<file path="src/rtl/elx_pkg.sv">
// Package: shared types for the terminator-to-flag framing adapter.
// Assumes: nothing beyond IEEE 1800-2017.
package elx_pkg;

    // What one clock cycle does with the input side of the adapter.
    typedef enum logic [1:0] {
        STEP_IDLE  = 2'd0,   // no input beat accepted
        STEP_PUSH  = 2'd1,   // data beat accepted
        STEP_CLOSE = 2'd2,   // terminator accepted while a beat is held
        STEP_DROP  = 2'd3    // terminator accepted with nothing held
    } step_e;

endpackage

</file>
<file path="src/rtl/elx_flow_ctrl.sv">
// Module: elx_flow_ctrl
// Decides whether the input beat is taken and classifies the cycle.
// Assumes: the output stage frees up when it is empty or being drained.
module elx_flow_ctrl
    import elx_pkg::*;
(
    input  logic  in_valid,
    input  logic  in_end,
    input  logic  hold_v,
    input  logic  out_valid,
    input  logic  out_ready,
    output logic  in_ready,
    output step_e step
);

    logic out_free;
    logic take;

    // Acceptance rule: room exists if nothing is held or the held beat can move on.
    always_comb begin
        out_free = !out_valid || out_ready;
        in_ready = !hold_v || out_free;
        take     = in_valid && in_ready;
    end

    // Classify the accepted beat for the two storage stages.
    always_comb begin
        if (!take) begin
            step = STEP_IDLE;
        end else if (!in_end) begin
            step = STEP_PUSH;
        end else if (hold_v) begin
            step = STEP_CLOSE;
        end else begin
            step = STEP_DROP;
        end
    end

endmodule

</file>
<file path="src/rtl/elx_hold_reg.sv">
// Module: elx_hold_reg
// One-entry holding register for the newest data beat whose fate is unknown.
// Assumes: step was computed with the current hold_v.
module elx_hold_reg
    import elx_pkg::*;
#(
    parameter int DATA_W = 8
) (
    input  logic              clk,
    input  logic              rst_n,
    input  step_e             step,
    input  logic [DATA_W-1:0] in_data,
    input  logic              in_first,
    output logic              hold_v,
    output logic [DATA_W-1:0] hold_data,
    output logic              hold_first
);

    // Capture each data beat; a terminator empties the register.
    always_ff @(posedge clk) begin
        if (!rst_n) begin
            hold_v     <= 1'b0;
            hold_data  <= '0;
            hold_first <= 1'b0;
        end else begin
            case (step)
                STEP_PUSH: begin
                    hold_v     <= 1'b1;
                    hold_data  <= in_data;
                    hold_first <= in_first;
                end
                STEP_CLOSE: hold_v <= 1'b0;
                default:    ;
            endcase
        end
    end

endmodule

</file>
<file path="src/rtl/elx_out_reg.sv">
// Module: elx_out_reg
// Registered output stage; receives the held beat once its last flag is known.
// Assumes: flow control only lets the held beat in when this stage is free.
module elx_out_reg
    import elx_pkg::*;
#(
    parameter int DATA_W = 8
) (
    input  logic              clk,
    input  logic              rst_n,
    input  step_e             step,
    input  logic              hold_v,
    input  logic [DATA_W-1:0] hold_data,
    input  logic              hold_first,
    input  logic              out_ready,
    output logic              out_valid,
    output logic [DATA_W-1:0] out_data,
    output logic              out_first,
    output logic              out_last
);

    logic load;

    // The held beat is released by any accepted data or terminator beat.
    always_comb begin
        load = hold_v && ((step == STEP_PUSH) || (step == STEP_CLOSE));
    end

    // Load a released beat, else drain the stage when downstream takes it.
    always_ff @(posedge clk) begin
        if (!rst_n) begin
            out_valid <= 1'b0;
            out_data  <= '0;
            out_first <= 1'b0;
            out_last  <= 1'b0;
        end else if (load) begin
            out_valid <= 1'b1;
            out_data  <= hold_data;
            out_first <= hold_first;
            out_last  <= (step == STEP_CLOSE);
        end else if (out_ready) begin
            out_valid <= 1'b0;
        end
    end

endmodule

</file>
<file path="src/rtl/endlast_adapter.sv">
// Module: endlast_adapter (top)
// Converts packets closed by a dataless terminator beat into packets whose
// final data beat carries a last flag. One data beat is held back until the
// following beat shows whether it is final.
// Assumes: in_end=1 beats carry no payload; first is a restart marker only.
module endlast_adapter
    import elx_pkg::*;
#(
    parameter int DATA_W = 8
) (
    input  logic              clk,
    input  logic              rst_n,
    input  logic              in_valid,
    output logic              in_ready,
    input  logic [DATA_W-1:0] in_data,
    input  logic              in_first,
    input  logic              in_end,
    output logic              out_valid,
    input  logic              out_ready,
    output logic [DATA_W-1:0] out_data,
    output logic              out_first,
    output logic              out_last
);

    step_e             step;
    logic              hold_v;
    logic [DATA_W-1:0] hold_data;
    logic              hold_first;

    elx_flow_ctrl u_flow (
        .in_valid  (in_valid),
        .in_end    (in_end),
        .hold_v    (hold_v),
        .out_valid (out_valid),
        .out_ready (out_ready),
        .in_ready  (in_ready),
        .step      (step)
    );

    elx_hold_reg #(.DATA_W(DATA_W)) u_hold (
        .clk        (clk),
        .rst_n      (rst_n),
        .step       (step),
        .in_data    (in_data),
        .in_first   (in_first),
        .hold_v     (hold_v),
        .hold_data  (hold_data),
        .hold_first (hold_first)
    );

    elx_out_reg #(.DATA_W(DATA_W)) u_out (
        .clk        (clk),
        .rst_n      (rst_n),
        .step       (step),
        .hold_v     (hold_v),
        .hold_data  (hold_data),
        .hold_first (hold_first),
        .out_ready  (out_ready),
        .out_valid  (out_valid),
        .out_data   (out_data),
        .out_first  (out_first),
        .out_last   (out_last)
    );

endmodule

</file>
<file path="config.mk">
export PLATFORM = sky130hd
export DESIGN_NAME = endlast_adapter
export DESIGN_NICKNAME = d
export VERILOG_FILES = /design/src/rtl/elx_pkg.sv /design/src/rtl/elx_flow_ctrl.sv /design/src/rtl/elx_hold_reg.sv /design/src/rtl/elx_out_reg.sv /design/src/rtl/endlast_adapter.sv
export SDC_FILE = /design/constraint.sdc
export NUM_CORES = 1
export LEC_CHECK = 0
export BUFFER_PORTS_ARGS = -buffer_cell sky130_fd_sc_hd__buf_2
export CORE_MARGIN = 1.5
export CORE_UTILIZATION = 53
export DETAILED_ROUTE_END_ITERATION = 8
export GPL_ROUTABILITY_DRIVEN = 0
export PLACE_DENSITY = 0.81
export SETUP_SLACK_MARGIN = 0.15
export SYNTH_ARGS = -nofsm -noshare
export SYNTH_HDL_FRONTEND = slang
export SYNTH_HIERARCHICAL = 1
export SYNTH_SLANG_ARGS = --single-unit
</file>
<file path="constraint.sdc">
create_clock -name clk -period 2.9 [get_ports clk]
set_input_delay 0.58 -clock clk [delete_from_list [all_inputs] [get_ports clk]]
set_output_delay 0.58 -clock clk [all_outputs]
set_load 0.02 [all_outputs]
</file>
==> results of run 1 <==
-- worst max-delay path, stage by stage, from the launching register on --
cell and delay [ns]:
dfxtp_1 0.37, nor2b_1 0.14, o22ai_1 0.22, inv_1 0.08, ha_1 0.33, nor2b_4 0.38, mux2i_1 0.25
-- per-stage QoR --
| stage | hold slack, ns | setup slack, ns |
|---|---|---|
| 6_report | 0.4599 | 1.075 |
| 3_3_place_gp | 0.4378 | 0.8341 |
| 5_1_grt | 0.4902 | 0.9252 |
| 4_1_cts | 0.4635 | 1.044 |
| 2_1_floorplan | 0.4374 | 1.086 |
| 3_5_place_dp | 0.4441 | 0.7603 |
-- Yosys cell counts, drive strengths merged --
cell type | n | area [sq um]
or2 | 1 | 6.260
o21a | 1 | 7.510
o22ai | 1 | 6.260
nand2b | 1 | 6.260
dfxtp | 21 | 420.4
and3 | 1 | 6.260
mux2i | 19 | 190.2
buf | 4 | 43.79
nor2b | 12 | 82.58
a21boi | 1 | 7.510
inv | 4 | 15.01
nand2 | 21 | 78.83
ha | 3 | 37.54
nand3b | 1 | 20.02
-- worst max path at each step --
stage | to | slack (ns) | cells past startpoint
after floorplan | u_out/out_data[0] | 1.09 | 6
after global placement | u_out/out_data[2] | 0.83 | 7
after detailed placement | u_out/out_data[3] | 0.76 | 7
after CTS | u_out/out_data[3] | 1.04 | 6
after global routing | u_out/out_data[3] | 0.93 | 6
final | u_out/out_data[3] | 1.08 | 6
-- sequential cells by signal, summed over array words and instances (netlist names) --
name	flops
u_hold/hold_data	8
u_out/out_data	8
u_hold/hold_first	1
u_hold/hold_v	1
u_out/out_first	1
u_out/out_last	1
u_out/out_valid	1
-- logic make-up after synthesis --
group	Yosys count
AND/OR/NAND/NOR	37
flip-flops	21
multiplexers	19
buffers and inverters	8
AO/OA/AOI/OAI	3
adder cells (fa/ha/maj)	3
-- layout by cell type (no fill, tap or decap) --
cell	instances
nor2b_1	11
ha_1	3
clkbuf_4	3
dfxtp_1	21
mux2i_1	19
nor2b_4	1
nand2b_1	1
inv_1	4
nand2_1	21
nand3b_4	1
a21boi_0	1
clkinv_2	1
buf_2	25
o21a_1	1
and3_1	1
or2_0	1
o22ai_1	1
-- power groups by stage --
stage                     clock [mW]  combinational (mW)  sequential (mW)
after floorplan                    0              0.0748            0.327
after global placement             0              0.0926            0.322
after detailed placement           0              0.0959            0.323
after CTS                      0.147              0.0965            0.317
after global routing           0.160               0.107            0.319
final                          0.144              0.0968            0.317
-- metal layers --
metal	vias up	wire length, um	global-route usage, %
met5	-	0	0
met4	0	30	12.35
met3	4	55	3.600
met2	16	743	28.70
met1	305	798	25.89
li1	342	-	-
-- cell type report --
cell class	count	area, sq um
fill	138	519.2
clock inverter	1	5.005
multi-input combinational	62	449.2
sequential	21	420.4
clock buffer	3	22.52
timing repair buffer	25	125.1
tap	16	20.02
inverter	4	15.01
==> metrics.csv, run 1 <==
metric;value;unit
detailed_place.area;0.001030;sq mm
vdd_drop_max;0.0003533;V
r2r_cells;6;
post_cts.repair.setup_buffers;0;
fin_crit;1.825;ns
combinational_family_with_the_most_area_after_synthesis;simple AND/OR/NAND/NOR gates;
quantity_of_hold_fixing_buffers_added_after_cts;0;
power.share.switching;27.74;%
cts_root_buf;clkbuf_4;
max_cap_violations;0;
finalPower;0.5575;mW
adder_and_majority_cell_fraction_of_the_synthesized_area;4.043;%
rsz0062_at_grt;no;
cts.path.max_buffers;2;
worstHoldStart;u_out/out_data[7];
detail-route-antenna-nets;0;
initialDrtViolationCount;7;
yosysWarnings;6;
sequentialPowerShare;56.8;%
tightestPinTransition;0.5442;ns
die_area;0.002012;sq mm
first_global_vias;608;
worst-path-max-fanout;11;
run_status;finished, final reports clean;
placement.io_buffers;25;
floorplan.die.width;44.86;um
synthToLayoutAreaGrowth;13.88;%
post_synth_and_or_nand_nor_area_fraction;21.56;%
hold_path_depth;2;
finalClockSkew;0.004567;ns
std_cell_rows;14;
htreeDepth;1;
worstSetupStartpoint;u_out/out_valid;
grt_pass1_wl;2704;um
achievable-frequency;548.0;MHz
route.detailed.wl_per_inst;12.33;um
synth.lib_cells_used.distinct;18;
worst_hold_path_type;reg2reg;
io_pins;26;
dpl.cell_count;128;
postSynthNetCount;108;
total_switching_power;0.1547;mW
critical_path_required;3.14;ns
post_synth_mux_area_share;20.49;%
routed-via-count;667;
floorplan.die.height;44.86;um
synth_sequential_area_ratio;45.28;%
antenna_violations_before_repair;0;
tritoncts;built;
finalNonFillerCells;132;
synthesis.area_per_instance;10.20;sq um
rr_endpoint;u_out/out_data[3];
syn-instance-count;91;
drive_above_1_share;26.72;%
finalSetupViolCount;0;
synth_compound_gate_area_share;2.291;%
post-route-util;67.06;%
synth_area;928.4;sq um
grt.total_usage;19.35;%
core_area;0.001577;sq mm
antenna_cells;0;
power-per-cell-area;527.3;mW/mm^2
drc;0;
insertion_delay;0.31;ns
worstPathArrival;2.06;ns
share_clk_of_total_power;25.8;%
finalHoldViolations;0;
post_synth_xor_xnor_area;0;%
min_period_over_period;62.93;%
combinationalPowerShare;17.4;%
ctsResizeCount;0;
relSlewSlack;63.72;%
num-nets-final;134;
initial_core_util;58.89;%
r2r_slack;1.08;ns
fin_setup_tns;0;ns
cts.sink_count;21;
worstReg2RegStart;u_out/out_valid;
detail_route.wirelength;1627;um
clk_pin_slew;0.12;ns
final_number_of_max_transition_violations;0;
setup.worst_path.class;reg2reg;
timing.critical_path.to_type;register;
timing.hold.worst_endpoint;u_out/out_data[7];
grt_start_max_net_pins;32;
grt_overflow;0;
ys_seq_elements;21;
drtPass1Iterations;4;
dp_hpwl;1125;um
vias_per_cell;5.053;
post-route-cell-area;0.001057;sq mm
worst_setup_path_start_kind;register;
p_int;0.4028;mW
static-leakage-power;0.5010;nW
cts_made_buffers;3;
(Power assumes the default switching activity.)
==> inputs of run 2 (changes only) <==
--- a/config.mk
+++ b/config.mk
@@ -7,10 +7,10 @@
 export LEC_CHECK = 0
 export BUFFER_PORTS_ARGS = -buffer_cell sky130_fd_sc_hd__buf_2
 export CORE_MARGIN = 1.5
-export CORE_UTILIZATION = 53
+export CORE_UTILIZATION = 45
 export DETAILED_ROUTE_END_ITERATION = 8
 export GPL_ROUTABILITY_DRIVEN = 0
-export PLACE_DENSITY = 0.81
+export PLACE_DENSITY = 0.73
 export SETUP_SLACK_MARGIN = 0.15
 export SYNTH_ARGS = -nofsm -noshare
 export SYNTH_HDL_FRONTEND = slang
==> constraint.sdc (replaced) <==
create_clock -name clk -period 1.57 [get_ports clk]
set_input_delay 0.314 -clock clk [delete_from_list [all_inputs] [get_ports clk]]
set_output_delay 0.314 -clock clk [all_outputs]
set_load 0.02 [all_outputs]
==> metrics.csv, run 2 (same netlist as run 1, synthesis figures left out) <==
metric;value;unit;change
static-leakage-power;0.5164;nW;was 0.5010 nW
max_cap_violations;0;;unchanged
routed-via-count;648;;was 667
drc;0;;unchanged
core_area;0.001962;sq mm;was 0.001577 sq mm
dp_hpwl;1047;um;was 1125 um
synthToLayoutAreaGrowth;26.28;%;was 13.88%
quantity_of_hold_fixing_buffers_added_after_cts;0;;unchanged
achievable-frequency;692.1;MHz;was 548.0 MHz
route.detailed.wl_per_inst;10.43;um;was 12.33 um
fin_setup_tns;0;ns;unchanged
floorplan.die.width;48.42;um;was 44.86 um
r2r_cells;7;;was 6
finalClockSkew;0.003670;ns;was 0.004567 ns
worst_hold_path_type;in2reg;;was reg2reg
final_number_of_max_transition_violations;0;;unchanged
rsz0062_at_grt;yes;;was no
std_cell_rows;16;;was 14
min_period_over_period;92.03;%;was 62.93%
floorplan.die.height;48.42;um;was 44.86 um
worstHoldStart;in_first;;was u_out/out_data[7]
htreeDepth;1;;unchanged
cts_root_buf;clkbuf_4;;unchanged
die_area;0.002345;sq mm;was 0.002012 sq mm
r2r_slack;0.13;ns;was 1.08 ns
num-nets-final;136;;was 134
first_global_vias;643;;was 608
setup.worst_path.class;reg2reg;;unchanged
power-per-cell-area;906.1;mW/mm^2;was 527.3 mW/mm^2
rr_endpoint;u_hold/hold_data[7];;was u_out/out_data[3]
worstReg2RegStart;u_hold/hold_v;;was u_out/out_valid
timing.critical_path.to_type;register;;unchanged
post_cts.repair.setup_buffers;0;;unchanged
finalSetupViolCount;0;;unchanged
run_status;finished, final reports clean;;unchanged
grt.total_usage;15.48;%;was 19.35%
hold_path_depth;3;;was 2
initialDrtViolationCount;5;;was 7
clk_pin_slew;0.11;ns;was 0.12 ns
cts_made_buffers;3;;unchanged
reg_top3;u_hold/hold_data: 8 flops, u_out/out_data: 8 flops;;unchanged
cts.path.max_buffers;2;;unchanged
insertion_delay;0.30;ns;was 0.31 ns
timing.hold.worst_endpoint;u_hold/hold_first;;was u_out/out_data[7]
vias_per_cell;4.469;;was 5.053
tightestPinTransition;0.4580;ns;was 0.5442 ns
worst_setup_path_start_kind;register;;unchanged
detailed_place.area;0.001120;sq mm;was 0.001030 sq mm
finalHoldViolations;0;;unchanged
worstPathArrival;1.64;ns;was 2.06 ns
vdd_drop_max;0.0007921;V;was 0.0003533 V
antenna_violations_before_repair;0;;unchanged
drive_above_1_share;34.75;%;was 26.72%
grt_overflow;0;;unchanged
initial_core_util;47.32;%;was 58.89%
tritoncts;built;;unchanged
relSlewSlack;69.47;%;was 63.72%
cts.sink_count;21;;unchanged
layout.cells.most_common;buf_2;;unchanged
worst-path-max-fanout;9;;was 11
placement.io_buffers;25;;unchanged
critical_path_required;1.77;ns;was 3.14 ns
io_pins;26;;unchanged
grt_pass1_wl;2822;um;was 2704 um
detail-route-antenna-nets;0;;unchanged
layout_common_cells;25 x buf_2, 21 x nand2_1, 19 x dfxtp_1;;was 25 x buf_2, 21 x nand2_1, 21 x dfxtp_1
post-route-cell-area;0.001172;sq mm;was 0.001057 sq mm
detail_route.wirelength;1513;um;was 1627 um
grt_start_max_net_pins;32;;unchanged
fin_crit;1.445;ns;was 1.825 ns
antenna_cells;0;;unchanged
drtPass1Iterations;4;;unchanged
-- run 2: how the worst max path moves through the flow --
stage | startpoint | endpoint | slack [ns]
4_1_cts | u_out/out_valid | u_out/out_last | 0.12
3_3_place_gp | in_end | u_out/out_valid | 0.04
5_1_grt | u_out/out_valid | u_out/out_data[7] | 0.06
3_5_place_dp | in_end | u_out/out_last | -0.01
2_1_floorplan | u_out/out_valid | u_out/out_data[0] | 0.14
6_report | u_hold/hold_v | u_hold/hold_data[7] | 0.13
-- run 2: final cells by class --
cell class	count	area (sq um)
fillers	201	789.5
multi-input cells	62	504.2
flip-flops and latches	21	427.9
repair buffers	27	165.2
well taps	27	33.78
clock buffers	4	26.28
inverters	4	15.01
-- run 2: worst max-delay path, stage by stage, from the launching register on --
cell      delay (ns)
dfxtp_4         0.39
nand3b_4        0.08
and3_4          0.22
inv_1           0.05
ha_1            0.20
buf_12          0.15
mux2i_2         0.18
nor2b_1         0.06
-- run 2: routing by layer --
layer  global-route usage, %  vias to the layer above  part of all wire, %
met3                   5.864                        0                  6.2
li1                        -                      349                    -
met5                       0                        -                    0
met2                   25.93                       21                   47
met4                   4.286                        0                    0
met1                   18.65                      278                   47
-- run 2: per-stage QoR --
step           instances  utilization (%)  worst slack (ns)  power, mW  hold WS [ns]
2_1_floorplan         91                -            0.1412     0.7549        0.4374
3_3_place_gp         141            57.08           0.03928     0.8057        0.4381
3_5_place_dp         141            57.08          -0.01396     0.8113        0.4469
4_1_cts              145            58.93            0.1190      1.070        0.2626
5_1_grt              145            59.76           0.05965      1.126        0.2574
6_report             145            59.76            0.1251      1.062        0.2707
-- run 2: timing repair --
action | CTS | global route
resized for setup | 3 | 2
pin swaps | 0 | 3
endpoints found under the hold margin | 0 | 0
setup endpoints to repair | 14 | 21
-- run 2: where the power goes --
group,internal [mW],switching [mW]
logic,0.119,0.103
registers,0.565,0.0231
clock network,0.0990,0.153
total,0.783,0.279
